### src/rtl/jft_pkg.sv
package jft_pkg;

    // width of a counter that must hold values 0 .. n-1
    function automatic int unsigned cnt_width(input int unsigned n);
        return (n < 2) ? 1 : $clog2(n);
    endfunction

endpackage

### src/rtl/jft_sync.sv
module jft_sync #(
    parameter int unsigned STAGES = 2
) (
    input  logic clk_i,
    input  logic rst_i,
    input  logic async_i,
    output logic sync_o
);
    typedef struct packed {
        logic [STAGES-1:0] chain;
    } sync_state_t;

    sync_state_t st_d, st_q;

    always_comb begin
        st_d       = st_q;
        st_d.chain = {st_q.chain[STAGES-2:0], async_i};
    end

    always_ff @(posedge clk_i) begin
        if (rst_i) st_q <= '0;
        else       st_q <= st_d;
    end

    assign sync_o = st_q.chain[STAGES-1];
endmodule

### src/rtl/jft_fold.sv
module jft_fold
    import jft_pkg::*;
#(
    parameter int unsigned KD = 120
) (
    input  logic clk_i,
    input  logic rst_i,
    input  logic samp_i,
    output logic raw_bit_o,
    output logic raw_vld_o
);
    localparam int unsigned CNT_W = cnt_width(KD);
    localparam logic [CNT_W-1:0] CNT_LAST = CNT_W'(KD - 1);

    typedef struct packed {
        logic [CNT_W-1:0] cnt;
        logic             acc;
        logic             raw;
        logic             vld;
    } fold_state_t;

    fold_state_t st_d, st_q;

    always_comb begin
        st_d     = st_q;
        st_d.vld = 1'b0;
        if (st_q.cnt == CNT_LAST) begin
            // period closes: the current sample is part of it
            st_d.cnt = '0;
            st_d.raw = st_q.acc ^ samp_i;
            st_d.vld = 1'b1;
            st_d.acc = 1'b0;
        end else begin
            st_d.cnt = st_q.cnt + 1'b1;
            st_d.acc = st_q.acc ^ samp_i;
        end
    end

    always_ff @(posedge clk_i) begin
        if (rst_i) st_q <= '0;
        else       st_q <= st_d;
    end

    assign raw_bit_o = st_q.raw;
    assign raw_vld_o = st_q.vld;
endmodule

### src/rtl/jft_pack.sv
module jft_pack
    import jft_pkg::*;
#(
    parameter int unsigned WORD_W = 8
) (
    input  logic              clk_i,
    input  logic              rst_i,
    input  logic              bit_i,
    input  logic              bit_vld_i,
    output logic [WORD_W-1:0] word_o,
    output logic              word_vld_o
);
    localparam int unsigned BC_W = cnt_width(WORD_W);
    localparam logic [BC_W-1:0] BC_LAST = BC_W'(WORD_W - 1);

    typedef struct packed {
        logic [WORD_W-1:0] shreg;
        logic [BC_W-1:0]   bcnt;
        logic [WORD_W-1:0] word;
        logic              vld;
    } pack_state_t;

    pack_state_t st_d, st_q;
    logic [WORD_W-1:0] shifted;

    always_comb begin
        // new bit enters at the top; the oldest ends up in bit 0
        shifted  = {bit_i, st_q.shreg[WORD_W-1:1]};
        st_d     = st_q;
        st_d.vld = 1'b0;
        if (bit_vld_i) begin
            st_d.shreg = shifted;
            if (st_q.bcnt == BC_LAST) begin
                st_d.bcnt = '0;
                st_d.word = shifted;
                st_d.vld  = 1'b1;
            end else begin
                st_d.bcnt = st_q.bcnt + 1'b1;
            end
        end
    end

    always_ff @(posedge clk_i) begin
        if (rst_i) st_q <= '0;
        else       st_q <= st_d;
    end

    assign word_o     = st_q.word;
    assign word_vld_o = st_q.vld;
endmodule

### src/rtl/jitter_fold_trng.sv
module jitter_fold_trng #(
    parameter int unsigned KM          = 127,
    parameter int unsigned KD          = 120,
    parameter int unsigned SYNC_STAGES = 2,
    parameter int unsigned WORD_W      = 8
) (
    input  logic              clk_i,
    input  logic              rst_i,
    input  logic              jit_clk_i,
    output logic              raw_bit_o,
    output logic              raw_vld_o,
    output logic [WORD_W-1:0] word_o,
    output logic              word_vld_o
);
    generate
        if (SYNC_STAGES < 2 || KD < 2 || KM < 1 || KM == KD || WORD_W < 2) begin : g_bad_cfg
            $error("jitter_fold_trng: unsupported parameter set");
        end
    endgenerate

    logic samp;

    jft_sync #(.STAGES(SYNC_STAGES)) u_sync (
        .clk_i   (clk_i),
        .rst_i   (rst_i),
        .async_i (jit_clk_i),
        .sync_o  (samp)
    );

    jft_fold #(.KD(KD)) u_fold (
        .clk_i     (clk_i),
        .rst_i     (rst_i),
        .samp_i    (samp),
        .raw_bit_o (raw_bit_o),
        .raw_vld_o (raw_vld_o)
    );

    jft_pack #(.WORD_W(WORD_W)) u_pack (
        .clk_i      (clk_i),
        .rst_i      (rst_i),
        .bit_i      (raw_bit_o),
        .bit_vld_i  (raw_vld_o),
        .word_o     (word_o),
        .word_vld_o (word_vld_o)
    );
endmodule

### config.mk
export PLATFORM = sky130hd
export DESIGN_NAME = jitter_fold_trng
export DESIGN_NICKNAME = d
export VERILOG_FILES = /design/src/rtl/jft_pkg.sv /design/src/rtl/jft_sync.sv /design/src/rtl/jft_fold.sv /design/src/rtl/jft_pack.sv /design/src/rtl/jitter_fold_trng.sv
export SDC_FILE = /design/constraint.sdc
export NUM_CORES = 1
export LEC_CHECK = 0
export ABC_CLOCK_PERIOD_IN_PS = 1850
export BUFFER_PORTS_ARGS = -buffer_cell sky130_fd_sc_hd__buf_2
export CAP_MARGIN = 20
export CORE_MARGIN = 1
export CORE_UTILIZATION = 42
export CTS_CLUSTER_DIAMETER = 100
export DETAILED_ROUTE_END_ITERATION = 8
export SETUP_SLACK_MARGIN = 0.3
export SYNTH_ARGS = -nofsm -noshare
export SYNTH_HDL_FRONTEND = slang
export SYNTH_SLANG_ARGS = --single-unit
### constraint.sdc
create_clock -name clk_i -period 1.85 [get_ports clk_i]
set_input_delay 0.185 -clock clk_i [delete_from_list [all_inputs] [get_ports clk_i]]
set_output_delay 0.185 -clock clk_i [all_outputs]
set_load 0.05 [all_outputs]
### After elaboration in Yosys (flattened, before gate mapping)

Cells that the tools add are included.

* mux-type cells: 3
* reduce and logical (&&, ||, !) cells: 3
* equality and inequality tests: 2
* bitwise gates (word level): 2
* $add $sub $neg: 2

Operator list (number)
* 7-bit by 1-bit adder with 7-bit output, second input constant: 1
* 7-bit equality test, second input constant: 1
* 2-bit OR reduction: 2
* 3-bit by 1-bit adder with 3-bit output, second input constant: 1
* 3-bit equality test, second input constant: 1
* 3-bit 2-to-1 mux: 1
* 1-bit 2-to-1 mux: 2
* 2-bit AND reduction: 1
* 1-bit inverter: 1
* 1-bit bitwise XOR: 1

* input bits: 3
* word-level logic and storage cells: 21
* bits in registers: 32
* output and inout port bits: 11

### Longest topological paths before layout

* depth in word-level cells: 2
* gate-level depth with buffers: 6
* depth with buffers taken out: 5

### Hierarchy

Synthesis repeated with hierarchy kept, for this count alone.

* cell total of the unflattened synthesis: 129
* area, all modules: 1306.3 µm²

By module, submodules not included
* jft_pack: instances 1, sequential area each 380.4 µm², cells each 85, area each 867.1 µm²
* jft_fold: instances 1, sequential area each 200.2 µm², cells each 40, area each 386.6 µm²
* jft_sync: instances 1, sequential area each 40.0 µm², cells each 4, area each 52.6 µm²

### Worst setup path before layout

No wires, ideal clock.

* path type: register to register
* start point: register u_pack.st_q[9] in the netlist's numbering
* end point: register u_pack.st_q (netlist bit u_pack.word_o[0])
* required time: 1.718 ns
* stages on the path, launching flop included: 7
* arrival time: 1.249 ns
* path buffers: 1
* slack: 0.468 ns
* library setup time: 0.132 ns
* period minus slack after synthesis: 1.382 ns
* cell sequence: dfxtp_1 ha_1 ha_1 clkbuf_1 nand2_1 nand2_1 a21oi_1

* cells in the longest elaborated chain, start to end: 2

RTL lines
* start, declared: RTL line jft_pack.sv:23 `pack_state_t st_d, st_q;`
* start signal, assigned: RTL line jft_pack.sv:45 `else st_q <= st_d;`
* 3-bit equality test: RTL line jft_pack.sv:33 `if (st_q.bcnt == BC_LAST) begin`
* 2-bit AND reduction (no line)

No other way between the ends.
A chain may end at the register's enable or synchronous reset.

### Worst setup path after layout

Ends and elaborated chain as after synthesis.

==> summary.md <==
| Metric | Value |
|---|---|
| Die X-Extent | between 50 and 60 um |
| Worst-path fanout max | 10 |
| WP data required | between 2 and 2.5 ns |
| Switching power total | 0.2376 mW |
| Detail Route Antenna Nets | 0 |
| Via count | 850 |
| Drt first pass iters | 4 |
| P per Cell Area | between 800 and 900 nW/um2 |
| Worst slew margin | 70.70% |
| CP cell instances | ha_1 > ha_2 > nand2_1 > nand2_1 > a21oi_1 |
| Total Routing Usage GR | between 10 and 15% |
| Min-Delay Startpoint | jit_clk_i |
| Leak | approximately 0.51 nW |
| TritonCTS buffer count | 5 |
| Die Area | roughly 3100 um2 |
| FP Rows | 19 |
| R2R depth | 5 |
| Area grow syn2layout | 8.818% |
| Antenna fix cells | 0 |
| FF-to-FF End | u_pack.word_o[0] |
| Crit. End Element | flip-flop |
| Critical path origin | u_pack.st_q[9] |
| Nets | approximately 140 |
| Register area | ~620 um2 |
| Hold path depth | 2 |
| Ports | 14 |
| Worst Path Buf+Inv | 0 |
| Vias in the first global route | slightly below 800 |
| Hold crit path type | in2reg |
| Clock Root Buffer | clkbuf_4 |
| H-tree Lvls | 2 |
| Internal | 0.9095 mW |
| Min cycle time layout | 1.373 ns |
| Critical Path Slowest Stage Cell | dfxtp_1 |
| Via density | ~5 |
| Grt total ovfl | 0 |
| Status | finished clean |
| Pwr Total | between 1 and 1.5 mW |
| Layout cell share with drive strength beyond 1 | roughly a fifth |
| Starting Density | between 40% and 50% |
| Clock network latency to the later pin of the worst-skew pair | about 0.32 ns |
| FF-to-FF setup slack | roughly 0.48 ns |
| DP HPWL | between 1000 and 1500 um |
| Sequential power share | about 60% |
| Clock power share | between 30% and 40% |
| Count of final hold-check violations | 0 |
| FILL cells | 273 |
| Cell Count Post-Placement | 161 |
| VDD IR max | around 0.00054 V |
| Hold Path End | u_sync.st_q[0] |
| PortBufs | 13 |
| Cells after Synth | approximately 130 |
| Family with the most delay on the worst path | adder cells |
| Pin count of the biggest net entering global routing | 27 |
| Post-Route WL | 1878 um |
| Tcrit/Tclk final | about three quarters |
| Clock Path Buffers | 2 |
| Mapped Avg Cell Area | 9.350 um2 |
| Register bit count reported by yosys | 31 |
| Crit-path most repeated cell | nand2_1 |
| Max-Cap Viols | 0 |
| Max Clk Rate | between 700 and 800 MHz |
| Die Y | approximately 56 um |
| Pins Over Slew Limit | 0 |
| Multi-input logic area | 496.7 um2 |
| Fin cells | ~170 |
| Warnings, synthesis | 0 |
| Synthesized Nets | 136 |
| Wire per inst | 11.11 um |
| Worst-path clk slew | about 0.090 ns |
| Global-route wire length before repair | 3298 um |
| CTS tree | yes |
| Final Wtd Congestion | 0.6906 |
| Worst path max stage delay | 0.36 ns |
| Setup TNS | 0 ns |
| First DRT Iteration DRCs | 12 |
| Setup Fix Bufs, Post-CTS | 0 |
| Clock sinks | 31 |
| Core area | around 2700 um2 |
| Setup CP Type | reg2reg |
| Sw Ratio | 20.71% |
| DRC Markers | 0 |
| Slew at the pin with the worst max-slew slack | between 0.4 and 0.5 ns |
| CP Data Arrival Time | approximately 1.6 ns |
| Critical path launch point type | flip-flop |
| Post-route clock skew | 0.007050 ns |
| Unrepaired setup endpoints after global routing | false |
| Logic pwr share | about 2.4% |
| Mapped Area | ~1200 um2 |
| Register area share after synthesis | 51.45% |
| FF-to-FF Start | u_pack.st_q[9] |
| Synth cell types | 26 |
| Final setup vio count | 0 |
| Initial antenna violation count | 0 |
[what timing repair did]
action | 4_1_cts | 5_1_grt
hold buffers | 0 | 0
resized for setup | 0 | 1
endpoints found under the setup margin | 0 | 8
[per-layer routing]
layer	global-route usage (%)	up-vias	part of all wire [%]
li1	-	435	-
met1	13.88	396	45
met2	24.44	15	49
met3	6.977	4	3.8
met4	6.429	0	1.8
met5	0	-	0
[worst register-to-register path: stages (launching register included)]
cell	delay (ns)
dfxtp_1	0.36
ha_1	0.20
ha_2	0.29
nand2_1	0.20
nand2_1	0.12
a21oi_1	0.07
[stage by stage]
stage	area (um2)	hold slack, ns	setup slack [ns]	util (%)
3_3_place_gp	1241	0.3954	0.4720	45.40
4_1_cts	1310	0.06457	0.3636	47.92
5_1_grt	1313	0.07899	0.3356	48.01
2_1_floorplan	1206	0.3132	0.4684	-
6_report	1313	0.07445	0.4765	48.01
3_5_place_dp	1241	0.4013	0.3687	45.40
[worst max-delay path by stage]
stage | depth (start not counted) | endpoint | slack [ns]
6_report | 5 | u_pack.word_o[0] | 0.48
5_1_grt | 5 | u_pack.word_o[7] | 0.34
4_1_cts | 5 | u_pack.word_o[0] | 0.36
3_5_place_dp | 5 | u_pack.word_o[0] | 0.37
3_3_place_gp | 5 | u_pack.word_o[1] | 0.47
2_1_floorplan | 6 | u_pack.word_o[0] | 0.47
[state kept, by name, indices dropped and copies added, names as in the netlist]
signal / cells
u_fold.st_q: 8
u_pack.shifted: 7
u_pack.word_o: 8
u_pack.st_q: 3
u_sync.st_q: 2
u_pack.word_vld_o: 1
u_fold.raw_bit_o: 1
u_fold.raw_vld_o: 1
[area by class of cell]
type	instances	area share [%]
sequential	31	47.28
multi-input combinational	82	37.85
tap	31	2.955
clock buffer	8	5.243
timing repair buffer	15	6.101
inverter	2	0.5720
[kinds of logic (layout without fill, tap and decap cells)]
family	Yosys count	count (layout)	share of synthesized area, %
buf+inv	16	25	7.573
xor+xnor	4	4	2.905
fa+ha+maj	4	4	4.150
simple gates	50	50	20.02
compound gates	16	16	7.261
flops	31	31	51.45
mux	8	8	6.639
[power by group through the flow]
stage / clock network, mW / registers (mW) / logic (mW)
after floorplan: 0 / 0.697 / 0.0223
after global placement: 0 / 0.698 / 0.0269
after detailed placement: 0 / 0.698 / 0.0279
after CTS: 0.456 / 0.683 / 0.0281
after global routing: 0.496 / 0.684 / 0.0315
final: 0.437 / 0.682 / 0.0273
[cells in the mapped netlist]
cell type  instances  area [um2]
dfxtp_1           31       620.6
nor2_1            16       60.06
a21oi_1           13       65.06
nand2_1           13       48.80
nand3_1            9       45.04
buf_4              8       60.06
mux2i_1            8       80.08
clkbuf_1           5       18.77
ha_1               4       50.05
inv_1              2       7.510
nand3b_1           2       15.01
nor2b_1            2       12.51
xnor2_1            2       17.52
xor2_1             2       17.52
a21o_2             1       8.760
a311oi_1           1       8.760
and4_2             1       10.01
buf_2              1       5.000
nand2b_1           1       6.260
nand3_2            1       10.01
nand4_1            1       6.260
nor2b_2            1       8.760
nor3_1             1       5.000
nor3b_1            1       7.510
o21ai_0            1       5.000
or3_1              1       6.260
[cell usage in the layout, fill, tap and decap left out]
master,instances
a21o_2,1
a21oi_1,13
a311oi_1,1
and4_2,1
buf_2,13
buf_4,2
clkbuf_1,1
clkbuf_4,5
clkbuf_8,2
dfxtp_1,31
ha_1,3
ha_2,1
inv_1,2
mux2i_1,8
nand2_1,13
nand2b_1,1
nand3_1,9
nand3_2,1
nand3b_1,2
nand4_1,1
nor2_1,16
nor2b_1,2
nor2b_2,1
nor3_1,1
nor3b_1,1
o21ai_0,1
or3_1,1
xnor2_1,2
xor2_1,2
(Power assumes the default switching activity.)
